**config.mk**
```make
export PLATFORM = sky130hd
export DESIGN_NAME = unpack_expander
export DESIGN_NICKNAME = d
export VERILOG_FILES = /design/src/rtl/unpack_pkg.sv /design/src/rtl/unpack_lane_plan.sv /design/src/rtl/unpack_extend.sv /design/src/rtl/unpack_seq.sv /design/src/rtl/unpack_expander.sv
export SDC_FILE = /design/constraint.sdc
export NUM_CORES = 1
export LEC_CHECK = 0
export ABC_AREA = 1
export ABC_CLOCK_PERIOD_IN_PS = 2360
export BUFFER_PORTS_ARGS = -buffer_cell sky130_fd_sc_hd__clkbuf_2
export CAP_MARGIN = 0
export CORE_UTILIZATION = 50
export CTS_CLUSTER_DIAMETER = 120
export DETAILED_ROUTE_END_ITERATION = 10
export PLACE_DENSITY = 0.83
export SLEW_MARGIN = 20
export SYNTH_ARGS = -nofsm -noshare
export SYNTH_HDL_FRONTEND = slang
export SYNTH_SLANG_ARGS = --single-unit
```
**constraint.sdc**
```tcl
create_clock -name clk -period 2.36 [get_ports clk]
set_clock_uncertainty 0.1 [all_clocks]
set_input_delay 0 -clock clk [delete_from_list [all_inputs] [get_ports clk]]
set_output_delay 0 -clock clk [all_outputs]
set_load 0.005 [all_outputs]
```
**src/rtl/unpack_pkg.sv**
```systemverilog
package unpack_pkg;

    parameter int FMT_W = 5;

    typedef enum logic [1:0] {
        SHP_S  = 2'd0,
        SHP_V2 = 2'd1,
        SHP_V3 = 2'd2,
        SHP_V4 = 2'd3
    } shape_e;

    typedef enum logic [1:0] {
        WID_32  = 2'd0,
        WID_16  = 2'd1,
        WID_8   = 2'd2,
        WID_RGB = 2'd3
    } width_e;

    typedef struct packed {
        shape_e shape;
        width_e width;
        logic   sgn;
    } fmt_t;

    typedef enum logic [1:0] {
        SRC_IN   = 2'd0,
        SRC_E0   = 2'd1,
        SRC_E1   = 2'd2,
        SRC_ZERO = 2'd3
    } src_e;

    typedef enum logic {
        ST_IDLE = 1'b0,
        ST_RUN  = 1'b1
    } state_e;

endpackage

```
**src/rtl/unpack_lane_plan.sv**
```systemverilog
module unpack_lane_plan
    import unpack_pkg::*;
(
    input  fmt_t       fmt,
    input  logic [1:0] off,
    input  logic       last_cnt,
    output logic       counted,
    output logic       needs_in,
    output logic       pops,
    output src_e       src
);

    logic wrap_or_last;
    assign wrap_or_last = (off == 2'd3) || last_cnt;

    always_comb begin
        counted  = 1'b1;
        needs_in = 1'b1;
        pops     = 1'b1;
        src      = SRC_IN;
        unique case (fmt.shape)
            SHP_S: begin
                pops = wrap_or_last;
            end
            SHP_V2: begin
                if (off[1]) begin
                    counted  = 1'b0;
                    needs_in = 1'b0;
                    pops     = 1'b0;
                    if (!off[0])
                        src = SRC_E0;
                    else if (fmt.width == WID_8 || fmt.width == WID_16)
                        src = SRC_E1;
                    else
                        src = SRC_ZERO;
                end
            end
            SHP_V3: begin
                if (off == 2'd3) begin
                    counted = 1'b0;
                    pops    = 1'b0;
                end
            end
            SHP_V4: begin
                if (fmt.width == WID_RGB)
                    pops = wrap_or_last;
            end
        endcase
    end

endmodule

```
**src/rtl/unpack_extend.sv**
```systemverilog
module unpack_extend
    import unpack_pkg::*;
#(
    parameter int DATA_W = 32
) (
    input  fmt_t              fmt,
    input  logic [1:0]        off,
    input  logic [DATA_W-1:0] raw,
    output logic [DATA_W-1:0] val
);

    localparam int HALF_W = 16;
    localparam int BYTE_W = 8;
    localparam int FLD_W  = 5;
    localparam int FLD_SH = BYTE_W - FLD_W;

    logic signed [HALF_W-1:0] half_s;
    logic signed [BYTE_W-1:0] byte_s;
    logic [FLD_W-1:0]         fld;
    logic [DATA_W-1:0]        colour;

    assign half_s = raw[HALF_W-1:0];
    assign byte_s = raw[BYTE_W-1:0];

    always_comb begin
        unique case (off)
            2'd0: fld = raw[FLD_W-1:0];
            2'd1: fld = raw[2*FLD_W-1:FLD_W];
            2'd2: fld = raw[3*FLD_W-1:2*FLD_W];
            2'd3: fld = '0;
        endcase
        if (off == 2'd3)
            colour = DATA_W'({raw[HALF_W-1], {(BYTE_W-1){1'b0}}});
        else
            colour = DATA_W'({fld, {FLD_SH{1'b0}}});
    end

    always_comb begin
        unique case (fmt.width)
            WID_16:  val = fmt.sgn ? DATA_W'(half_s) : DATA_W'(raw[HALF_W-1:0]);
            WID_8:   val = fmt.sgn ? DATA_W'(byte_s) : DATA_W'(raw[BYTE_W-1:0]);
            WID_RGB: val = (fmt.shape == SHP_V4) ? colour : raw;
            WID_32:  val = raw;
        endcase
    end

endmodule

```
**src/rtl/unpack_seq.sv**
```systemverilog
module unpack_seq
    import unpack_pkg::*;
#(
    parameter int CNT_W = 16
) (
    input  logic             clk,
    input  logic             rst_n,
    input  logic             cmd_valid,
    input  logic [FMT_W-1:0] cmd_fmt,
    input  logic [CNT_W-1:0] cmd_count,
    input  logic             in_valid,
    input  logic             out_ready,
    input  logic             counted,
    input  logic             needs_in,
    input  logic             pops,
    output logic             cmd_ready,
    output fmt_t             fmt_q,
    output logic [1:0]       off_q,
    output logic             last_cnt,
    output logic             out_valid,
    output logic             in_ready,
    output logic             lane_fire
);

    state_e           st_q, st_d;
    logic [CNT_W-1:0] cnt_q;
    logic             exhausted;
    logic             start;

    assign exhausted = counted && (cnt_q == '0);
    assign last_cnt  = (cnt_q == CNT_W'(1));
    assign start     = (st_q == ST_IDLE) && cmd_valid;
    assign lane_fire = out_valid && out_ready;

    always_ff @(posedge clk or negedge rst_n) begin
        if (!rst_n) st_q <= ST_IDLE;
        else        st_q <= st_d;
    end

    always_comb begin
        st_d = st_q;
        unique case (st_q)
            ST_IDLE: if (cmd_valid) st_d = ST_RUN;  // T_START
            ST_RUN:  if (exhausted) st_d = ST_IDLE; // T_FINISH
        endcase
    end

    always_comb begin
        cmd_ready = 1'b0;
        out_valid = 1'b0;
        in_ready  = 1'b0;
        unique case (st_q)
            ST_IDLE: cmd_ready = 1'b1;
            ST_RUN: begin
                out_valid = !exhausted && (!needs_in || in_valid);
                in_ready  = !exhausted && pops && out_ready;
            end
        endcase
    end

    always_ff @(posedge clk or negedge rst_n) begin
        if (!rst_n) begin
            fmt_q <= fmt_t'('0);
            cnt_q <= '0;
            off_q <= 2'd0;
        end else if (start) begin
            fmt_q <= fmt_t'(cmd_fmt);
            cnt_q <= cmd_count;
        end else if (lane_fire) begin
            off_q <= off_q + 2'd1;
            if (counted) cnt_q <= cnt_q - CNT_W'(1);
        end
    end

endmodule

```
**src/rtl/unpack_expander.sv**
```systemverilog
module unpack_expander
    import unpack_pkg::*;
#(
    parameter int DATA_W = 32,
    parameter int CNT_W  = 16
) (
    input  logic              clk,
    input  logic              rst_n,
    input  logic              cmd_valid,
    output logic              cmd_ready,
    input  logic [4:0]        cmd_fmt,
    input  logic [CNT_W-1:0]  cmd_count,
    input  logic              in_valid,
    output logic              in_ready,
    input  logic [DATA_W-1:0] in_data,
    output logic              out_valid,
    input  logic              out_ready,
    output logic [DATA_W-1:0] out_data,
    output logic [1:0]        out_lane
);

    localparam int N_HELD = 2;

    fmt_t              fmt_q;
    logic [1:0]        off_q;
    logic              last_cnt, counted, needs_in, pops, lane_fire;
    src_e              src;
    logic [DATA_W-1:0] ext_val;
    logic [DATA_W-1:0] held [N_HELD];

    unpack_seq #(.CNT_W(CNT_W)) u_seq (
        .clk       (clk),
        .rst_n     (rst_n),
        .cmd_valid (cmd_valid),
        .cmd_fmt   (cmd_fmt),
        .cmd_count (cmd_count),
        .in_valid  (in_valid),
        .out_ready (out_ready),
        .counted   (counted),
        .needs_in  (needs_in),
        .pops      (pops),
        .cmd_ready (cmd_ready),
        .fmt_q     (fmt_q),
        .off_q     (off_q),
        .last_cnt  (last_cnt),
        .out_valid (out_valid),
        .in_ready  (in_ready),
        .lane_fire (lane_fire)
    );

    unpack_lane_plan u_plan (
        .fmt      (fmt_q),
        .off      (off_q),
        .last_cnt (last_cnt),
        .counted  (counted),
        .needs_in (needs_in),
        .pops     (pops),
        .src      (src)
    );

    unpack_extend #(.DATA_W(DATA_W)) u_ext (
        .fmt (fmt_q),
        .off (off_q),
        .raw (in_data),
        .val (ext_val)
    );

    for (genvar i = 0; i < N_HELD; i++) begin : g_held
        always_ff @(posedge clk or negedge rst_n) begin
            if (!rst_n)
                held[i] <= '0;
            else if (lane_fire && src == SRC_IN && off_q == 2'(i))
                held[i] <= ext_val;
        end
    end

    always_comb begin
        unique case (src)
            SRC_IN:   out_data = ext_val;
            SRC_E0:   out_data = held[0];
            SRC_E1:   out_data = held[1];
            SRC_ZERO: out_data = '0;
        endcase
    end

    assign out_lane = off_q;

endmodule

```
==> results.yml <==
clocking:
  clkSinkCount: 88
  clk_latency_ns: 0.36
  path_clk_slew_ns: 0.10
  cts-buffers-inserted: 9
  cts_tree: "yes"
  ctsHtreeMaxLevel: 3
  root_buffer: "clkbuf_8"
  clk_path_buf_depth: 2
die:
  start_util_pct: 51.9
  io_pins: 95
  rows: 37
  core-area_mm2: 0.0104
  fp.dieH_um: 106
  die-area_mm2: 0.0112
  die-width_um: 106
place:
  place.gp.congestion: 0.893
  hpwl_mm: 9.63
  port_buffers: 94
cells_and_area:
  antenna_cells: 0
  seq_area_mm2: 0.00220
  final_common_cell: "nand2_1"
  final_util_pct: 67.0
  final_cell_mix: "340 x nand2_1, 110 x nand3_1, 93 x clkbuf_2, 87 x dfrtp_1, 53 x dlygate4sd3_1"
  areaGrowthSynthToFinish_pct: 29.0
  fill_cells: 836
  nets: 974
  drive_above_1_share_pct: 19.5
  multi_input_area_mm2: 0.00295
logic_synthesis:
  synth_nets: 833
  netlist_area_mm2: 0.00538
  syn_avg_cell_area_um2: 7.08
  netlist_instances: 760
  yosysWarnings: 0
  synth.distinct_cells: 35
  ys_ff_latch: 88
  yosysSeqAreaShare_pct: 40.9
routing:
  drt_iter0_drc: 490
  viasPerCell: 5.43
  first_pass_iters: 6
  vias: 5659
  wire_per_inst_um: 14.6
  drc: 0
  ant_nets: 0
  routed_wl_mm: 15.2
sta:
  final.setup.tns_ns: 0
  setup_viol: 0
  timing.fmax_ghz: 0.434
  finalCriticalPeriod_ns: 2.30
  worst_pin_slew_ns: 0.526
  relSlewSlack_pct: 64.9
  finalHoldViolations: 0
  slew_viol_final: 0
  fin_crit_sh_pct: 97.5
power:
  power_mw: 8.80
  p_per_area_mw_per_mm2: 1270
  vdd_drop_max_v: 0.000612
  p_leak_nw: 3.82
setup_path:
  crit_fanout: 16
  arrival_ns: 2.20
  regToRegStartpoint: "u_seq.off_q[0]$_DFFE_PN0P_"
  crit_path_start_kind: "flip-flop"
  rrSetupSlack_ns: 0.17
  critical_path_class: "reg -> out"
  reg2regPathDepth: 9
  worstSetupEndpointType: "output port"
  r2r_end: "held[44]$_DFFE_PN0P_"
  required_ns: 2.26
grt:
  grt_pass1_wl_mm: 24.1
  grt.total_usage_pct: 27.2
  grt_pass1_vias: 5159
  grt_max_degree: 52
  antenna_found_initial: 0
  grt_overflow: 0
worst_hold_path:
  min_to: "held[4]$_DFFE_PN0P_"
  hp-start: "in_data[4]"
  hp-class: "in -> reg"
  min_path_cells: 5
status:
  outcome: "finished clean"
flow_run:
  maxCapViolCount: 0
repair_timing:
| action | in CTS | in global routing |
|---|---|---|
| hold endpoints to repair | 171 | 0 |
| gates resized for setup | 2 | 24 |
| buffers inserted | 1 | 0 |
| hold buffers | 54 | 0 |
| pin swaps | 0 | 1 |
| endpoints found under the setup margin | 19 | 35 |
| cloned | 0 | 1 |
cells in the mapped netlist (all sizes together):
| cell type | n | share of area (%) |
|---|---|---|
| o211ai | 7 | 0.98 |
| a211oi | 1 | 0.14 |
| a21oi | 7 | 0.65 |
| o21a | 1 | 0.14 |
| o31ai | 1 | 0.14 |
| dfrtp | 88 | 41 |
| o21bai | 2 | 0.28 |
| o2111ai | 1 | 0.16 |
| buf | 18 | 2.1 |
| inv | 36 | 2.5 |
| nor3 | 3 | 0.28 |
| ha | 15 | 3.5 |
| xnor2 | 2 | 0.33 |
| a31oi | 1 | 0.40 |
| nand3b | 2 | 0.28 |
| nand4 | 5 | 1.1 |
| nand2 | 345 | 24 |
| o21ai | 25 | 2.3 |
| a22oi | 28 | 3.9 |
| nand3 | 114 | 11 |
| clkbuf | 24 | 1.7 |
| nor2 | 33 | 2.6 |
| xor2 | 1 | 0.16 |
per-layer routing:
metal	track usage (%)	vias to the layer above	part of all wire, %
met5	0	-	0
met4	10.6	0	2.6
met3	2.91	35	7.0
met2	46.2	247	49
met1	35.5	2627	41
li1	-	2750	-
kinds of logic after synthesis:
kind of cell,after synthesis,synth area share (%)
simple gates,502,39.7
flops,88,40.9
fa+ha+maj,15,3.49
buf+inv,78,6.28
compound gates,74,9.11
xor+xnor,3,0.488
area by class of cell:
type,instances,share of cell area (%)
Multi-Input combinational cell,594,42.4
Sequential cell,88,31.7
Timing Repair Buffer,172,18.6
Tap cell,136,2.45
Inverter,36,1.95
Clock buffer,9,1.78
Clock inverter,7,1.05
worst max path at each step:
| stage | from | endpoint | cells past startpoint | slack (ns) |
|---|---|---|---|---|
| 2_1_floorplan | u_seq.off_q[0]$_DFFE_PN0P_ | held[0]$_DFFE_PN0P_ | 9 | 0.54 |
| 3_3_place_gp | u_seq.fmt_q[4]$_DFFE_PN0P_ | held[36]$_DFFE_PN0P_ | 10 | 0.23 |
| 3_5_place_dp | u_seq.fmt_q[1]$_DFFE_PN0P_ | held[55]$_DFFE_PN0P_ | 9 | 0.20 |
| 4_1_cts | u_seq.fmt_q[1]$_DFFE_PN0P_ | held[37]$_DFFE_PN0P_ | 10 | 0.02 |
| 5_1_grt | u_seq.fmt_q[2]$_DFFE_PN0P_ | out_data[29] | 11 | -0.004 |
| 6_report | u_seq.fmt_q[1]$_DFFE_PN0P_ | out_data[0] | 9 | 0.06 |
per-stage QoR:
step                setup slack, ns  instances  hold WS [ns]  cell area, um2
floorplan                     0.543        760        -0.396            5380
global placement              0.226        970       -0.0961            6060
detailed placement            0.199        970       -0.0907            6060
CTS                          0.0243       1041       0.00257            6820
global route               -0.00390       1042        0.0278            6940
finish                       0.0582       1042       0.00784            6940
worst max-delay path: stages (launching register included):
cell      delay (ns)
dfrtp_1         0.39
inv_1           0.10
ha_1            0.32
a21oi_2         0.23
nand2_1         0.10
inv_2           0.14
buf_12          0.17
nand2_1         0.06
o211ai_1        0.14
clkbuf_2        0.18
registers in the layout, summed over array words and instances, names as in the netlist:
signal / flops
u_seq.off_q: 2
u_seq.st_q: 1
held: 64
u_seq.fmt_q: 5
u_seq.cnt_q: 16
power by group:
part           switching [mW]  leakage [nW]  internal (mW)
logic                    3.22          2.59           1.93
registers               0.462          1.13           2.14
clock network           0.634        0.0970          0.416
No activity file was read; power rests on OpenSTA's default activity.
